### src/rtl/qb4_pkg.sv
package qb4_pkg;
  localparam int unsigned BURST_WORDS   = 4;
  localparam int unsigned WORDS_PER_CLK = 2;

  typedef enum logic {
    PH_IDLE  = 1'b0,
    PH_BURST = 1'b1
  } phase_e;
endpackage

### src/rtl/qb4_burst_fsm.sv
module qb4_burst_fsm
  import qb4_pkg::*;
#(
  parameter  int ADDR_W  = 6,
  localparam int LOW_W   = $clog2(BURST_WORDS),
  localparam int WADDR_W = ADDR_W + LOW_W
) (
  input  logic               clk,
  input  logic               rst,
  input  logic               sel_n,
  input  logic               hold_off,
  input  logic [ADDR_W-1:0]  base_in,
  output logic               start,
  output logic               active,
  output logic               init,
  output logic [WADDR_W-1:0] word_even,
  output logic [WADDR_W-1:0] word_odd
);
  localparam int CNT_W = LOW_W + 1;
  localparam logic [CNT_W-1:0] STEP = CNT_W'(WORDS_PER_CLK);
  localparam logic [CNT_W-1:0] LAST = CNT_W'(BURST_WORDS - WORDS_PER_CLK);

  phase_e            phase_q;
  logic [CNT_W-1:0]  cnt_q;
  logic [ADDR_W-1:0] base_q;
  logic              init_q;
  logic              at_last;
  logic [LOW_W-1:0]  offset;

  assign at_last = (phase_q == PH_BURST) && (cnt_q == LAST);
  assign start   = !sel_n && !hold_off && ((phase_q == PH_IDLE) || at_last);

  always_ff @(posedge clk) begin
    if (rst) begin
      phase_q <= PH_IDLE;
      cnt_q   <= '0;
      base_q  <= '0;
      init_q  <= 1'b0;
    end else if (start) begin
      phase_q <= PH_BURST;
      cnt_q   <= '0;
      base_q  <= base_in;
      init_q  <= 1'b1;
    end else begin
      init_q <= 1'b0;
      if (phase_q == PH_BURST) begin
        cnt_q <= cnt_q + STEP;
        if (at_last) phase_q <= PH_IDLE;
      end
    end
  end

  assign active    = (phase_q == PH_BURST);
  assign init      = init_q;
  assign offset    = cnt_q[LOW_W-1:0];
  assign word_even = {base_q, offset};
  assign word_odd  = {base_q, offset | LOW_W'(1)};

  // reset leaves the machine idle
  p_reset_idle_r1: assert property (@(posedge clk) rst |=> !active);
  // a start loads the count and raises the first-beat flag
  p_load_r2: assert property (@(posedge clk) disable iff (rst)
    start |=> active && init && (cnt_q == '0));
  p_init_once_r2: assert property (@(posedge clk) disable iff (rst)
    init |=> !init);
  // the first beat always advances by two with the base held
  p_step_r3: assert property (@(posedge clk) disable iff (rst)
    (active && !at_last) |=> active && (cnt_q == $past(cnt_q) + STEP) && $stable(base_q));
  // without a new request the last beat returns to idle
  p_end_r5: assert property (@(posedge clk) disable iff (rst)
    (at_last && !start) |=> !active);
endmodule

### src/rtl/qb4_word_array.sv
module qb4_word_array #(
  parameter int WADDR_W = 8,
  parameter int DATA_W  = 16
) (
  input  logic               clk,
  input  logic               rst,
  input  logic               we,
  input  logic [WADDR_W-1:0] wa_even,
  input  logic [WADDR_W-1:0] wa_odd,
  input  logic [DATA_W-1:0]  wd_even,
  input  logic [DATA_W-1:0]  wd_odd,
  input  logic [WADDR_W-1:0] ra_even,
  input  logic [WADDR_W-1:0] ra_odd,
  output logic [DATA_W-1:0]  rd_even,
  output logic [DATA_W-1:0]  rd_odd
);
  localparam int ROW_W = WADDR_W - 1;
  localparam int ROWS  = 1 << ROW_W;

  logic [1:0][DATA_W-1:0] rdat;

  for (genvar b = 0; b < 2; b++) begin : g_bank
    logic [DATA_W-1:0] mem [ROWS];
    logic [ROW_W-1:0]  wrow;
    logic [ROW_W-1:0]  rrow;
    logic [DATA_W-1:0] wdat;

    assign wrow = (b == 0) ? wa_even[WADDR_W-1:1] : wa_odd[WADDR_W-1:1];
    assign rrow = (b == 0) ? ra_even[WADDR_W-1:1] : ra_odd[WADDR_W-1:1];
    assign wdat = (b == 0) ? wd_even : wd_odd;

    always_ff @(posedge clk) begin
      if (we) mem[wrow] <= wdat;
    end

    assign rdat[b] = mem[rrow];
  end

  assign rd_even = rdat[0];
  assign rd_odd  = rdat[1];

  // a write beat always pairs an even word with the odd word just above it
  p_bank_pair_r4: assert property (@(posedge clk) disable iff (rst)
    we |-> !wa_even[0] && wa_odd[0] && (wa_odd[WADDR_W-1:1] == wa_even[WADDR_W-1:1]));
endmodule

### src/rtl/qb4_sram_seq.sv
module qb4_sram_seq
  import qb4_pkg::*;
#(
  parameter  int ADDR_W  = 6,
  parameter  int DATA_W  = 16,
  localparam int WADDR_W = ADDR_W + $clog2(BURST_WORDS)
) (
  input  logic               clk,
  input  logic               rst,
  input  logic               rd_sel_n,
  input  logic               wr_sel_n,
  input  logic [ADDR_W-1:0]  ext_addr,
  input  logic [DATA_W-1:0]  wr_data_even,
  input  logic [DATA_W-1:0]  wr_data_odd,
  output logic               wr_ready,
  output logic [WADDR_W-1:0] wr_addr_even,
  output logic [WADDR_W-1:0] wr_addr_odd,
  output logic               rd_valid,
  output logic [WADDR_W-1:0] rd_addr_even,
  output logic [WADDR_W-1:0] rd_addr_odd,
  output logic [DATA_W-1:0]  rd_data_even,
  output logic [DATA_W-1:0]  rd_data_odd
);
  logic rd_start, rd_init;
  logic wr_start, wr_init;

  qb4_burst_fsm #(.ADDR_W(ADDR_W)) u_rd_fsm (
    .clk       (clk),
    .rst       (rst),
    .sel_n     (rd_sel_n),
    .hold_off  (1'b0),
    .base_in   (ext_addr),
    .start     (rd_start),
    .active    (rd_valid),
    .init      (rd_init),
    .word_even (rd_addr_even),
    .word_odd  (rd_addr_odd)
  );

  // a read start on this edge blocks any write start
  qb4_burst_fsm #(.ADDR_W(ADDR_W)) u_wr_fsm (
    .clk       (clk),
    .rst       (rst),
    .sel_n     (wr_sel_n),
    .hold_off  (rd_start),
    .base_in   (ext_addr),
    .start     (wr_start),
    .active    (wr_ready),
    .init      (wr_init),
    .word_even (wr_addr_even),
    .word_odd  (wr_addr_odd)
  );

  qb4_word_array #(.WADDR_W(WADDR_W), .DATA_W(DATA_W)) u_array (
    .clk     (clk),
    .rst     (rst),
    .we      (wr_ready),
    .wa_even (wr_addr_even),
    .wa_odd  (wr_addr_odd),
    .wd_even (wr_data_even),
    .wd_odd  (wr_data_odd),
    .ra_even (rd_addr_even),
    .ra_odd  (rd_addr_odd),
    .rd_even (rd_data_even),
    .rd_odd  (rd_data_odd)
  );

  // with no read request an idle read port stays idle
  p_rd_quiet_r1: assert property (@(posedge clk) disable iff (rst)
    (!rd_valid && rd_sel_n) |=> !rd_valid);
  // the first-beat flag coincides with offset zero
  p_rd_first_r2: assert property (@(posedge clk) disable iff (rst)
    rd_init |-> rd_valid && (rd_addr_even[1:0] == 2'd0));
  p_wr_first_r2: assert property (@(posedge clk) disable iff (rst)
    wr_init |-> wr_ready && (wr_addr_even[1:0] == 2'd0));
  // concurrent bursts stay on opposite beats
  p_phase_apart_r7: assert property (@(posedge clk) disable iff (rst)
    (rd_valid && wr_ready) |-> (rd_addr_even[1:0] != wr_addr_even[1:0]));
  // never two starts on one edge; an idle write loses to a read
  p_one_start_r8: assert property (@(posedge clk) disable iff (rst)
    !(rd_start && wr_start));
  p_read_wins_r8: assert property (@(posedge clk) disable iff (rst)
    (rd_start && !wr_ready) |=> !wr_ready);
endmodule

### config.mk
export PLATFORM = sky130hd
export DESIGN_NAME = qb4_sram_seq
export DESIGN_NICKNAME = d
export VERILOG_FILES = /design/src/rtl/qb4_pkg.sv /design/src/rtl/qb4_burst_fsm.sv /design/src/rtl/qb4_word_array.sv /design/src/rtl/qb4_sram_seq.sv
export SDC_FILE = /design/constraint.sdc
export NUM_CORES = 2
export LEC_CHECK = 0
export CORE_AREA = 2 2 716 504
export CTS_BUF_LIST = sky130_fd_sc_hd__clkbuf_2
export DETAILED_ROUTE_END_ITERATION = 6
export DIE_AREA = 0 0 718 506
export HOLD_SLACK_MARGIN = 0.15
export REMOVE_ABC_BUFFERS = 1
export SLEW_MARGIN = 5
export SYNTH_ARGS = -nofsm -noshare
export SYNTH_HDL_FRONTEND = slang
export SYNTH_SLANG_ARGS = --single-unit
export TNS_END_PERCENT = 5
### constraint.sdc
create_clock -name clk -period 7.7 [get_ports clk]
set_input_delay 1.54 -clock clk [delete_from_list [all_inputs] [get_ports clk]]
set_output_delay 1.54 -clock clk [all_outputs]
set_load 0.01 [all_outputs]
Yosys cells after proc, flatten, opt, wreduce, memory -nomap -nowiden
Memory sizes are Yosys's and may differ from the RTL's.
Cells that the tools add are included.
W data, S select, Z words.
{"block": "totals", "register_bits": 20, "ramBits": 4096, "inputBits": 42, "mem_count": 2}
{"name": "u_array.g_bank[0].mem", "depth": 128, "width": 16, "rd": 1, "rd_ports_with_merged_regs": 0, "wr": 1, "line_no": "qb4_word_array.sv:23", "rtl": "logic [DATA_W-1:0] mem [ROWS];"}
{"name": "u_array.g_bank[1].mem", "depth": 128, "width": 16, "rd": 1, "rd_ports_with_merged_regs": 0, "wr": 1, "line_no": "qb4_word_array.sv:23"}
{"block": "classes", "addsub": 2, "n_eq_ne": 2, "mux": 8, "n_bitwise": 2, "reduce_logical": 12}
{"cell": "$mux W1", "count": 8}
{"cell": "$add A3 B2 Y3 const B", "count": 2}
{"cell": "$eq A3 B2 Y1 const B", "count": 2}
{"cell": "$logic_and A1 B1 Y1", "count": 5}
{"cell": "$reduce_or A2 Y1", "count": 2}
{"cell": "$logic_not A1 Y1", "count": 3}
{"cell": "$logic_or A1 B1 Y1", "count": 2}
{"cell": "$not A1 Y1", "count": 2}

Depth between registers and ports, before layout
{"block": "depth", "word_depth": 8, "depth_mapped": 8, "depth_no_buf": 6}

By module
Synthesis repeated with hierarchy kept, for this count alone.
{"block": "unflattened", "cells_unflattened": 6239, "area_unflattened_um2": 157407.2}
{"mod": "qb4_word_array", "n_inst": 1, "cells_per_inst": 6132, "area_each_um2": 156365.0, "seq_area_each_um2": 122998.0}
{"mod": "qb4_burst_fsm", "n_inst": 2, "cells_per_inst": 53, "area_each_um2": 519.2, "seq_area_each_um2": 200.2}
{"mod": "qb4_sram_seq", "n_inst": 1, "cells_per_inst": 1, "area_each_um2": 3.8, "seq_area_each_um2": 0.0}

Worst setup path before layout
OpenSTA, ideal clock, no wires.
{"block": "synth_path", "path_type": "register to output", "start": "reg u_rd_fsm.base_q[1]", "end": "out rd_data_even[0]", "arrival_time_ns": 3.047, "required_time_ns": 6.160, "setup_slack_ns": 3.113, "stages_incl_launch_ff": 9, "path_buffers": 4, "path_cell_list": "dfxtp_1 -> clkbuf_1 -> clkbuf_1 -> clkbuf_1 -> clkbuf_1 -> mux4_2 -> mux4_2 -> mux4_2 -> mux2_2"}
{"block": "synth_between", "elab_chain_len": 1}
{"item": "start: declaration", "line_no": "qb4_burst_fsm.sv:25", "rtl": "logic [ADDR_W-1:0] base_q;"}
{"item": "start signal: assignment", "line_no": "qb4_burst_fsm.sv:42", "rtl": "base_q <= base_in;"}
{"item": "$mem_v2 Z128 W16"}
{"item": "end: declaration", "line_no": "qb4_sram_seq.sv:21", "rtl": "output logic [DATA_W-1:0] rd_data_even,"}
No other way between the ends.

Worst setup path in the final report
{"block": "layout_path", "start": "reg u_rd_fsm.cnt_q[1]", "end": "out rd_data_even[8]"}
{"block": "layout_between", "elab_chain_len": 1}
{"item": "start: declaration", "line_no": "qb4_burst_fsm.sv:24", "rtl": "logic [CNT_W-1:0] cnt_q;"}
{"item": "start signal: assignment", "line_no": "qb4_burst_fsm.sv:47", "rtl": "cnt_q <= cnt_q + STEP;"}
{"item": "$mem_v2 Z128 W16"}
No other way between the ends.

==> reports/qor.yml <==
synth:
  yosys.area.top_type: "edfxtp_1"
  yosysMostFrequentCell: "edfxtp_1"
  synth_area_leaders: "edfxtp_1, mux4_2, clkbuf_1"
  synth_edf_count: 4096
  syn_area_per_cell_um2: 25.8
  synth_top_area_share: 0.786
  yosys_warnings: 0
  yosysSeqAreaShare: 0.789
  synthFlopType: "edfxtp_1"
  synth_area_um2: 156000
  synth_seq_cells: 4114
  ys_types: 28
  yosys-top-cells-count: "edfxtp_1, mux4_2, clkbuf_1, nor2_1, buf_1"
  syn_inst: 6052
  async_flop_share: 0
clock_network:
  clk_pin_slew_ps: 110
  cts_made_buffers: 920
  cts.sinks: 4114
  clock_path_buffers: 4
  cts_tree: "built"
  cts-root-buf: "clkbuf_2"
  h-tree-depth: 6
  clk_latency_ps: 2000
route:
  vias_per_cell: 5.97
  antenna_left: 0
  wl_per_cell_um: 33.6
  drt_iter0_drc: 10100
  drc: 0
  num_vias: 74600
  routed_wl_mm: 420
  dr.pass1.iters: 5
timing:
  skew_ps: 122
  hold_viol: 0
  whs_ps: 434
  worst-slew-pin-transition_ps: 1180
  fmax_mhz: 135
  setup_viol: 0
  slew_violations: 0
  grt_setup_unrepaired: "false"
  fin_crit_ps: 7400
  relSlewSlack: 0.208
  finalCritPeriodShare: 0.960
placed_design:
  dp.final_hpwl_mm: 224
  globalplace.congestion: 0.785
  dp_cells: 10800
  port_buffers: 103
cells_and_area:
  n_fill_cell: 28700
  seq_area_um2: 123000
  nets: 7077
  area_growth_pct: 11.2
  multi_input_area_um2: 32600
  drive_gt1_frac: 0.423
  finalNonFillerCells: 12500
pwr:
  ir_drop_v: 0.000120
  p_int_mw: 31.0
  switching_power_mw: 10.2
  power_density_nw_per_um2: 237
  pwr-share-comb: 0.073
  p_clk_frac: 0.328
  cellLeakagePower_nw: 53.0
  pwr-share-seq: 0.599
  swShare: 0.248
global_route:
  overflow: 0
  grt_busiest_layer: "met1"
  grt_max_degree: 97
  use_met1: 0.342
  grt_pass1_wl_mm: 579
  grt_antenna_before_repair: 58
  use_met2: 0.333
  grt_use_met3: 0.0684
  grt.total_usage: 0.228
  grt_pass1_vias: 75600
critical_path:
  arrival_ps: 5860
  end_kind: "primary output"
  crit_fanout: 70
  crit_required_ps: 6160
  crit_type: "flop to primary output"
  critPathLaunchType: "flop"
status:
  outcome: "complete, no violations"
floorplan:
  die_area_um2: 363000
  core-area_um2: 357000
  rows: 184
  start_util: 0.438
  fp.dieW_um: 718
  die_h_um: 506
  ios: 108
worst_hold_path:
  holdCritPathClass: "primary input to flop"
flow_run:
  maxCapViolations: 0
[worst paths after layout]
kind	depth (start not counted)	startpoint	slack (ps)	to
setup / recovery	7	u_rd_fsm.cnt_q[1]	300	rd_data_even[8]
hold / removal	3	rst	430	u_wr_fsm.base_q[4]
setup reg to reg	5	u_wr_fsm.active	3930	u_array.g_bank[1].mem[78][0]
hold reg to reg	2	u_rd_fsm.cnt_q[2]	520	u_rd_fsm.cnt_q[2]
[placed cells by master (no fill, tap or decap), types with 2 or more instances in the layout]
master	count
clkinv_1	171
mux2i_1	7
inv_1	4
nor3_2	2
clkdlybuf4s50_1	71
nand3_1	6
dfxtp_1	11
a2111oi_0	2
nor2_4	126
clkinv_2	17
mux2_2	32
ha_1	2
bufinv_16	9
conb_1	4
clkinvlp_4	5
nand2_2	3
nor3_1	2
dlygate4sd3_1	35
buf_4	247
nand2_1	15
buf_16	3
nor2_1	13
nor2b_1	8
mux4_2	1344
buf_12	41
xnor2_1	2
nand2b_1	3
a21oi_1	7
o21ai_0	6
diode_2	16
nand3_2	4
inv_2	17
nand4_1	2
dfxtp_4	6
clkbuf_2	1412
edfxtp_1	4096
[final cells by class]
class / count / share of cell area
Tap cell: 4743 / 0.0341
Timing Repair Buffer: 399 / 0.0221
Inverter: 4 / 0.0000863
Clock inverter: 221 / 0.00641
Clock buffer: 1412 / 0.0406
Sequential cell: 4114 / 0.709
Antenna cell: 16 / 0.000230
Multi-Input combinational cell: 1594 / 0.187
[registers in the layout, summed over array words and instances (netlist names)]
| name | cells |
|---|---|
| u_rd_fsm.cnt_q | 2 |
| u_wr_fsm.cnt_q | 2 |
| u_wr_fsm.active | 1 |
| u_rd_fsm.base_q | 6 |
| u_array.g_bank.mem | 4096 |
| u_rd_fsm.active | 1 |
| u_wr_fsm.base_q | 6 |
[repair_timing]
action,in CTS,in global routing
buffers inserted,5,1
endpoints found under the setup margin,32,13
hold buffers,35,0
resized for setup,3,1
hold endpoints to repair,1919,0
[power groups by stage]
stage | sequential, mW | combinational [mW] | clock (mW)
5_1_grt | 24.7 | 3.14 | 14.9
2_1_floorplan | 25.5 | 3.87 | 0
3_3_place_gp | 25.2 | 2.93 | 0
4_1_cts | 24.7 | 3.01 | 13.9
3_5_place_dp | 25.2 | 2.97 | 0
6_report | 24.7 | 2.99 | 13.5
[metrics by stage]
step	util	instance area (µm²)	setup slack (ps)	TNS, ps	power (mW)
2_1_floorplan	-	155000	-38020	-1960230	29.4
3_3_place_gp	0.463	165000	1850	0	28.1
3_5_place_dp	0.463	165000	1830	0	28.2
4_1_cts	0.487	174000	-128	-843	41.6
5_1_grt	0.487	174000	0.442	0	42.8
6_report	0.487	174000	305	0	41.2
[logic make-up after synthesis]
kind of cell / synth area share
buffers and inverters: 0.00933
AOI/OAI and AO/OA: 0.000640
adders and majority gates: 0.000160
and+or+nand+nor: 0.00483
other: 0.0000480
DFF: 0.789
xor gates and xnor gates: 0.000112
muxes: 0.196
[critical path, cell delays in order, from the launching register on]
cell	delay, ps
dfxtp_4	380
buf_12	160
buf_16	400
mux4_2	590
mux4_2	670
mux4_2	700
mux2_2	380
clkdlybuf4s50_1	490
[per-layer routing]
layer	wire length (µm)	share of wire
met1	178000	0.42
met2	187000	0.45
met3	48100	0.11
met4	6820	0.016
met5	222	0.00053
Note: power is estimated with default switching activity, not from simulation.
